$ cat src/rtl/pmu_pkg.sv
package pmu_pkg;
  localparam int DW = 32;
  localparam int AW = 3;

  typedef enum logic [AW-1:0] {
    REG_CTRL   = 3'd0,
    REG_INDEX  = 3'd1,
    REG_CYCLE  = 3'd2,
    REG_EVSEL  = 3'd3,
    REG_EVCNT  = 3'd4,
    REG_USEREN = 3'd5
  } pmu_reg_e;

  function automatic logic [DW-1:0] step_wrap(input logic [DW-1:0] v);
    return v + 1'b1;
  endfunction

  function automatic logic gated_addr(input logic [AW-1:0] a);
    return a <= REG_EVCNT;
  endfunction
endpackage

$ cat src/rtl/pmu_access_gate.sv
module pmu_access_gate
  import pmu_pkg::*;
#(
  parameter int NUM_CNT = 3,
  parameter int SEL_W   = 5
) (
  input  logic               clk,
  input  logic               rst_n,
  input  logic               req_valid,
  input  logic               req_write,
  input  logic [AW-1:0]      req_addr,
  input  logic               priv_mode,
  input  logic               user_en,
  input  logic               cyc_running,
  input  logic [SEL_W-1:0]   sel_idx,
  output logic               wr_ctrl,
  output logic               wr_index,
  output logic               wr_cycle,
  output logic               wr_useren,
  output logic [NUM_CNT-1:0] wr_evsel,
  output logic [NUM_CNT-1:0] wr_evcnt,
  output logic               rd_en,
  output logic               deny
);
  logic user_block, cyc_block, grant, wr_go;

  always_comb begin
    user_block = !priv_mode &&
                 ((gated_addr(req_addr) && !user_en) ||
                  (req_addr == REG_USEREN && req_write));
    cyc_block  = req_write && req_addr == REG_CYCLE && cyc_running && !user_block;
    grant      = req_valid && !user_block;
    wr_go      = grant && req_write;
    deny       = req_valid && (user_block || cyc_block);
    rd_en      = grant && !req_write;
    wr_ctrl    = wr_go && req_addr == REG_CTRL;
    wr_index   = wr_go && req_addr == REG_INDEX;
    wr_cycle   = wr_go && req_addr == REG_CYCLE && !cyc_running;
    wr_useren  = wr_go && req_addr == REG_USEREN;
  end

  for (genvar i = 0; i < NUM_CNT; i++) begin : g_slot
    always_comb begin
      wr_evsel[i] = wr_go && req_addr == REG_EVSEL && sel_idx == SEL_W'(i);
      wr_evcnt[i] = wr_go && req_addr == REG_EVCNT && sel_idx == SEL_W'(i);
    end
  end

  // a privileged caller is refused only for a running-counter load
  a_r8_priv_granted: assert property (@(posedge clk) disable iff (!rst_n)
    (req_valid && priv_mode && !(req_write && req_addr == REG_CYCLE && cyc_running)) |-> !deny);
  // a refused user access produces no write strobe
  a_r9_denied_no_write: assert property (@(posedge clk) disable iff (!rst_n)
    (req_valid && !priv_mode && !user_en && req_addr <= REG_EVCNT) |->
      !(wr_ctrl || wr_index || wr_cycle || (|wr_evsel) || (|wr_evcnt)));
  a_r3_one_slot: assert property (@(posedge clk) disable iff (!rst_n)
    $onehot0(wr_evsel) && $onehot0(wr_evcnt));
endmodule

$ cat src/rtl/pmu_cycle_counter.sv
module pmu_cycle_counter
  import pmu_pkg::*;
(
  input  logic          clk,
  input  logic          rst_n,
  input  logic          run,
  input  logic          load,
  input  logic [DW-1:0] load_val,
  output logic [DW-1:0] count
);
  always_ff @(posedge clk or negedge rst_n) begin
    if (!rst_n)    count <= '0;
    else if (load) count <= load_val;
    else if (run)  count <= step_wrap(count);
  end

  // step by one with wrap while running
  a_r5_cycle_step: assert property (@(posedge clk) disable iff (!rst_n)
    (run && !load) |=> count == $past(count) + 32'd1);
  a_r5_cycle_hold: assert property (@(posedge clk) disable iff (!rst_n)
    (!run && !load) |=> $stable(count));
endmodule

$ cat src/rtl/pmu_event_counter.sv
module pmu_event_counter
  import pmu_pkg::*;
#(
  parameter int NUM_EVENTS = 32,
  localparam int EVSEL_W = (NUM_EVENTS > 1) ? $clog2(NUM_EVENTS) : 1
) (
  input  logic                  clk,
  input  logic                  rst_n,
  input  logic [NUM_EVENTS-1:0] ev_in,
  input  logic                  cnt_en,
  input  logic                  sel_wr,
  input  logic                  cnt_wr,
  input  logic [DW-1:0]         wdata,
  output logic [EVSEL_W-1:0]    evsel,
  output logic [DW-1:0]         count
);
  logic hit;

  always_comb begin
    hit = 1'b0;
    for (int e = 0; e < NUM_EVENTS; e++)
      if (evsel == EVSEL_W'(e)) hit = ev_in[e];
  end

  always_ff @(posedge clk or negedge rst_n) begin
    if (!rst_n)      evsel <= '0;
    else if (sel_wr) evsel <= wdata[EVSEL_W-1:0];
  end

  always_ff @(posedge clk or negedge rst_n) begin
    if (!rst_n)                count <= '0;
    else if (cnt_wr)           count <= wdata;
    else if (cnt_en && hit)    count <= step_wrap(count);
  end

  // one step per selected event cycle, otherwise hold
  a_r7_event_step: assert property (@(posedge clk) disable iff (!rst_n)
    (cnt_en && hit && !cnt_wr) |=> count == $past(count) + 32'd1);
  a_r7_event_hold: assert property (@(posedge clk) disable iff (!rst_n)
    (!(cnt_en && hit) && !cnt_wr) |=> $stable(count));
endmodule

$ cat src/rtl/perf_counter_bank.sv
module perf_counter_bank
  import pmu_pkg::*;
#(
  parameter int NUM_CNT    = 3,
  parameter int NUM_EVENTS = 32,
  parameter int SEL_W      = 5,
  localparam int EVSEL_W   = (NUM_EVENTS > 1) ? $clog2(NUM_EVENTS) : 1
) (
  input  logic                  clk,
  input  logic                  rst_n,
  input  logic                  priv_mode,
  input  logic                  req_valid,
  input  logic                  req_write,
  input  logic [AW-1:0]         req_addr,
  input  logic [DW-1:0]         req_wdata,
  input  logic [NUM_EVENTS-1:0] ev_in,
  output logic [DW-1:0]         rsp_rdata,
  output logic                  acc_err
);
  logic               evt_run, cyc_run, user_en;
  logic [SEL_W-1:0]   sel_idx;
  logic               wr_ctrl, wr_index, wr_cycle, wr_useren, rd_en, deny;
  logic [NUM_CNT-1:0] wr_evsel, wr_evcnt;
  logic [DW-1:0]      cyc_count;
  logic [EVSEL_W-1:0] evsel_q [NUM_CNT];
  logic [DW-1:0]      evcnt_q [NUM_CNT];
  logic [DW-1:0]      rd_val;

  pmu_access_gate #(.NUM_CNT(NUM_CNT), .SEL_W(SEL_W)) u_gate (
    .clk, .rst_n, .req_valid, .req_write, .req_addr, .priv_mode,
    .user_en, .cyc_running(cyc_run), .sel_idx,
    .wr_ctrl, .wr_index, .wr_cycle, .wr_useren, .wr_evsel, .wr_evcnt,
    .rd_en, .deny
  );

  always_ff @(posedge clk or negedge rst_n) begin
    if (!rst_n) begin
      evt_run <= 1'b0;
      cyc_run <= 1'b0;
      user_en <= 1'b0;
      sel_idx <= '0;
    end else begin
      if (wr_ctrl)   {cyc_run, evt_run} <= req_wdata[1:0];
      if (wr_useren) user_en <= req_wdata[0];
      if (wr_index)  sel_idx <= req_wdata[SEL_W-1:0];
    end
  end

  pmu_cycle_counter u_cycle (
    .clk, .rst_n, .run(cyc_run), .load(wr_cycle), .load_val(req_wdata),
    .count(cyc_count)
  );

  for (genvar i = 0; i < NUM_CNT; i++) begin : g_evt
    pmu_event_counter #(.NUM_EVENTS(NUM_EVENTS)) u_evt (
      .clk, .rst_n, .ev_in, .cnt_en(evt_run),
      .sel_wr(wr_evsel[i]), .cnt_wr(wr_evcnt[i]), .wdata(req_wdata),
      .evsel(evsel_q[i]), .count(evcnt_q[i])
    );
  end

  always_comb begin
    rd_val = '0;
    case (req_addr)
      REG_CTRL:   rd_val = {{(DW-2){1'b0}}, cyc_run, evt_run};
      REG_INDEX:  rd_val = {{(DW-SEL_W){1'b0}}, sel_idx};
      REG_CYCLE:  rd_val = cyc_count;
      REG_USEREN: rd_val = {{(DW-1){1'b0}}, user_en};
      REG_EVSEL, REG_EVCNT:
        for (int i = 0; i < NUM_CNT; i++)
          if (sel_idx == SEL_W'(i))
            rd_val = (req_addr == REG_EVSEL) ? {{(DW-EVSEL_W){1'b0}}, evsel_q[i]}
                                             : evcnt_q[i];
      default:    rd_val = '0;
    endcase
  end

  always_ff @(posedge clk or negedge rst_n) begin
    if (!rst_n) begin
      rsp_rdata <= '0;
      acc_err   <= 1'b0;
    end else begin
      rsp_rdata <= rd_en ? rd_val : '0;
      acc_err   <= deny;
    end
  end

  // a refused access never returns data
  a_r9_err_reads_zero: assert property (@(posedge clk) disable iff (!rst_n)
    acc_err |-> rsp_rdata == '0);
  // idle cycle leaves the response quiet
  a_r12_idle_quiet: assert property (@(posedge clk) disable iff (!rst_n)
    !req_valid |=> (rsp_rdata == '0 && !acc_err));
  // a privileged load of a running counter is flagged
  a_r6_running_load_err: assert property (@(posedge clk) disable iff (!rst_n)
    (req_valid && req_write && priv_mode && req_addr == REG_CYCLE && cyc_run) |=> acc_err);
  // out-of-range index reads return zero
  a_r4_oob_read_zero: assert property (@(posedge clk) disable iff (!rst_n)
    (req_valid && !req_write && priv_mode && sel_idx >= SEL_W'(NUM_CNT) &&
     (req_addr == REG_EVSEL || req_addr == REG_EVCNT)) |=> rsp_rdata == '0);
endmodule

$ cat config.mk
export PLATFORM = sky130hd
export DESIGN_NAME = perf_counter_bank
export DESIGN_NICKNAME = d
export VERILOG_FILES = /design/src/rtl/pmu_pkg.sv /design/src/rtl/pmu_access_gate.sv /design/src/rtl/pmu_cycle_counter.sv /design/src/rtl/pmu_event_counter.sv /design/src/rtl/perf_counter_bank.sv
export SDC_FILE = /design/constraint.sdc
export NUM_CORES = 1
export LEC_CHECK = 0
export BUFFER_PORTS_ARGS = -buffer_cell sky130_fd_sc_hd__buf_2
export CORE_MARGIN = 5
export CORE_UTILIZATION = 60
export DETAILED_ROUTE_END_ITERATION = 8
export PLACE_DENSITY = 0.86
export RECOVER_POWER = 100
export SLEW_MARGIN = 20
export SYNTH_ARGS = -nofsm -noshare
export SYNTH_HDL_FRONTEND = slang
export SYNTH_HIERARCHICAL = 1
export SYNTH_SLANG_ARGS = --single-unit
$ cat constraint.sdc
create_clock -name clk -period 3.6 [get_ports clk]
set_clock_uncertainty 0.05 [all_clocks]
set_input_delay 0.72 -clock clk [delete_from_list [all_inputs] [get_ports clk]]
set_output_delay 0.72 -clock clk [all_outputs]
set_load 0.005 [all_outputs]
==> results.cfg <==
[run_status]
status = finished with violations
violations = max-capacitance violations, max-slew violations

[floorplan]
num_rows = 52
die_h_um = 154
start_util_pct = 61.3
core_area_mm2 = 0.0204
floorplan.die_area_mm2 = 0.0238
die_w_um = 154
io_pins = 105

[clocking]
numCtsBuffers = 17
post_cts_resized = 0
path_clk_slew_ps = 70
cts_tree = yes
htreeDepth = 4
clk_latency_ps = 440
cts_setup_buffers = 0
cts.sinks = 184
cts-root-buf = clkbuf_16
clockBufferDepth = 2
postCtsHoldBufs = 0

[power_and_ir_drop]
leakage_nw = 5.57
finalPower_mw = 7.23
power_density_mw_per_mm2 = 528
ir_worst_vdd_mv = 0.353

[setup_path]
cp-start-kind = flop
slowest_delay_ps = 780
cp_slowest_cell = dfrtp_1
cp.arrival_ps = 3650
cp_common_cell = a21oi_1
critPathKind = reg -> reg
required_ps = 3870
cp_max_fo = 19
end_kind = flop
path_cells = clkbuf_1, nor3b_1, o31ai_1, a21oi_1, or4_1, o21ai_1, mux2i_1, a21oi_1

[sta]
timing.final.crit_share_pct = 93.8
worst_slew_pin_slew_ps = 2140
holdWs_ps = 499
finalSetupViolCount = 0
period_minus_slack_ps = 3380
maxSlewViolCount = 80
tns_ps = 0
setup_slack_ps = 223
rsz0062_at_grt = no
hold_viol = 0
max_slew_margin_pct = -42.8
fmax_mhz = 296

[global_route]
grt_max_degree = 81
grt-ovfl-total = 0
grt.total_usage_pct = 31.5
grt_pass1_wl_um = 61100
grt_pass1_vias = 11700
antenna_found_initial = 0

[placement]
portBuffers = 104
dp_worst_setup_slack_ps = 402
gp_congestion = 0.963
dp_hpwl_um = 27000

[logic_synthesis]
synth_edf_count = 0
syn_area_per_cell_um2 = 8.53
synth_ff_type = dfrtp_1
synthCells = 1463
synth.cell_area_mm2 = 0.0125
yosys.cell_types.count = 71
ys_warn_count = 6
ys_seq_elements = 184
syn_nets = 1539
synth-async-reset-ratio_pct = 100
seq_area_frac_synth_pct = 36.9

[route]
drt-wirelength-per-cell_um = 21.3
final_antenna_net_count = 0
vias = 12500
totalWireLength_um = 38600
via_per_inst = 6.88
drt_iter0_drc = 1532
dr.pass1.iters = 6
remaining_drc_errors = 0

[layout]
final_util_pct = 67.2
drive_gt1_share_pct = 13.3
num-fill-cells = 1681
n_antenna_cell = 0
syn_to_final_growth_pct = 9.68
final_nets = 1605

[flow_run]
maxCapViolCount = 1

[hold_path]
min_path_type = in -> reg
## per-stage QoR
stage | cells | cell area [um2]
after floorplan | 1463 | 12500
after global placement | 1780 | 13200
after detailed placement | 1780 | 13200
after CTS | 1811 | 13800
after global routing | 1811 | 13700
final | 1811 | 13700
## critical path, delay by kind of cell, from the launching register on
kind / cells / cell delay, ps
flops: 1 / 780
simple gates: 2 / 880
mux: 1 / 250
buf+inv: 1 / 330
compound gates: 4 / 970
## routing by layer
layer  vias to the layer above  share of wire, %  GRT usage [%]
met5                         -                 0              0
met4                         0               4.1           12.9
met3                       137                12           5.95
met2                       867                46           49.3
met1                      5894                38           43.3
li1                       5565                 -              -
## flip-flops by register name, indices dropped and copies added, names as in the netlist
register	cells
g_evt.u_evt/evsel	15
sel_idx	5
rsp_rdata	32
cyc_run	1
acc_err	1
u_cycle/count	32
g_evt.u_evt/count	96
evt_run	1
user_en	1
## synth_stat cells (12+ instances only)
| master | count | area (um2) |
|---|---|---|
| dfrtp_1 | 184 | 4600 |
| o2111ai_1 | 21 | 184 |
| and4_1 | 12 | 105 |
| nor3_1 | 13 | 65.1 |
| a21oi_1 | 51 | 255 |
| nor2b_1 | 15 | 93.8 |
| nor3b_1 | 15 | 113 |
| a31oi_1 | 60 | 375 |
| or3_1 | 49 | 307 |
| or4_1 | 27 | 203 |
| nand2_1 | 148 | 556 |
| o31ai_1 | 49 | 368 |
| and3_1 | 40 | 250 |
| clkbuf_1 | 71 | 267 |
| xor2_1 | 46 | 403 |
| nand4_1 | 23 | 144 |
| o211ai_1 | 27 | 203 |
| mux2i_1 | 27 | 270 |
| nor2_1 | 174 | 653 |
| a211oi_1 | 13 | 97.6 |
| o21ai_0 | 117 | 586 |
| inv_1 | 32 | 120 |
| nand3_1 | 37 | 185 |
| mux2_2 | 24 | 270 |
## report_power, final
part	internal, mW	total [mW]	switching (mW)	leakage (nW)
clock	1.11	1.98	0.872	0.296
sequential	2.46	3.14	0.676	2.35
combinational	0.827	2.11	1.28	2.92
## placed cells by master (no fill, tap or decap), types with 21 or more instances in the layout
| cell | instances |
|---|---|
| inv_1 | 32 |
| o31ai_1 | 49 |
| o211ai_1 | 27 |
| nand2_1 | 147 |
| o2111ai_1 | 21 |
| mux2i_1 | 27 |
| or4_1 | 27 |
| dfrtp_1 | 184 |
| nand3_1 | 37 |
| mux2_2 | 22 |
| nand4_1 | 23 |
| a31oi_1 | 60 |
| o21ai_0 | 119 |
| or3_1 | 49 |
| nor2_1 | 174 |
| clkbuf_1 | 24 |
| xor2_1 | 46 |
| a21oi_1 | 51 |
| buf_4 | 32 |
| buf_2 | 87 |
| and3_1 | 40 |
## area by class of cell
class                      count  area, um2  share of cell area (%)
tap                          270        338                    2.47
clock inverter                13        184                    1.34
inverter                      35        131                   0.960
sequential                   184       4600                    33.6
clock buffer                  18        429                    3.14
multi-input combinational   1143       7190                    52.6
timing repair buffer         148        807                    5.90
## final timing paths
path	cells after the start	end	slack, ps	startpoint
max reg2reg	8	g_evt[1].u_evt/count[1]	220	g_evt[1].u_evt/evsel[1]
min	2	acc_err	500	priv_mode
max in group asynchronous	2	g_evt[2].u_evt/count[12]	930	rst_n
min reg2reg	2	rsp_rdata[14]	500	u_cycle/count[14]
min in group asynchronous	1	rsp_rdata[30]	840	rst_n
max	8	g_evt[1].u_evt/count[1]	220	g_evt[1].u_evt/evsel[1]
## kinds of logic after synthesis
| logic type | count (synthesis) | share of synthesized area, % |
|---|---|---|
| AND/OR/NAND/NOR | 617 | 26.1 |
| AO/OA/AOI/OAI | 408 | 21.9 |
| flip-flops | 184 | 36.9 |
| buffers and inverters | 136 | 5.28 |
| XOR/XNOR | 57 | 4.00 |
| multiplexers | 57 | 5.41 |
| adder cells (fa/ha/maj) | 4 | 0.401 |
No activity file was read; power rests on OpenSTA's default activity.
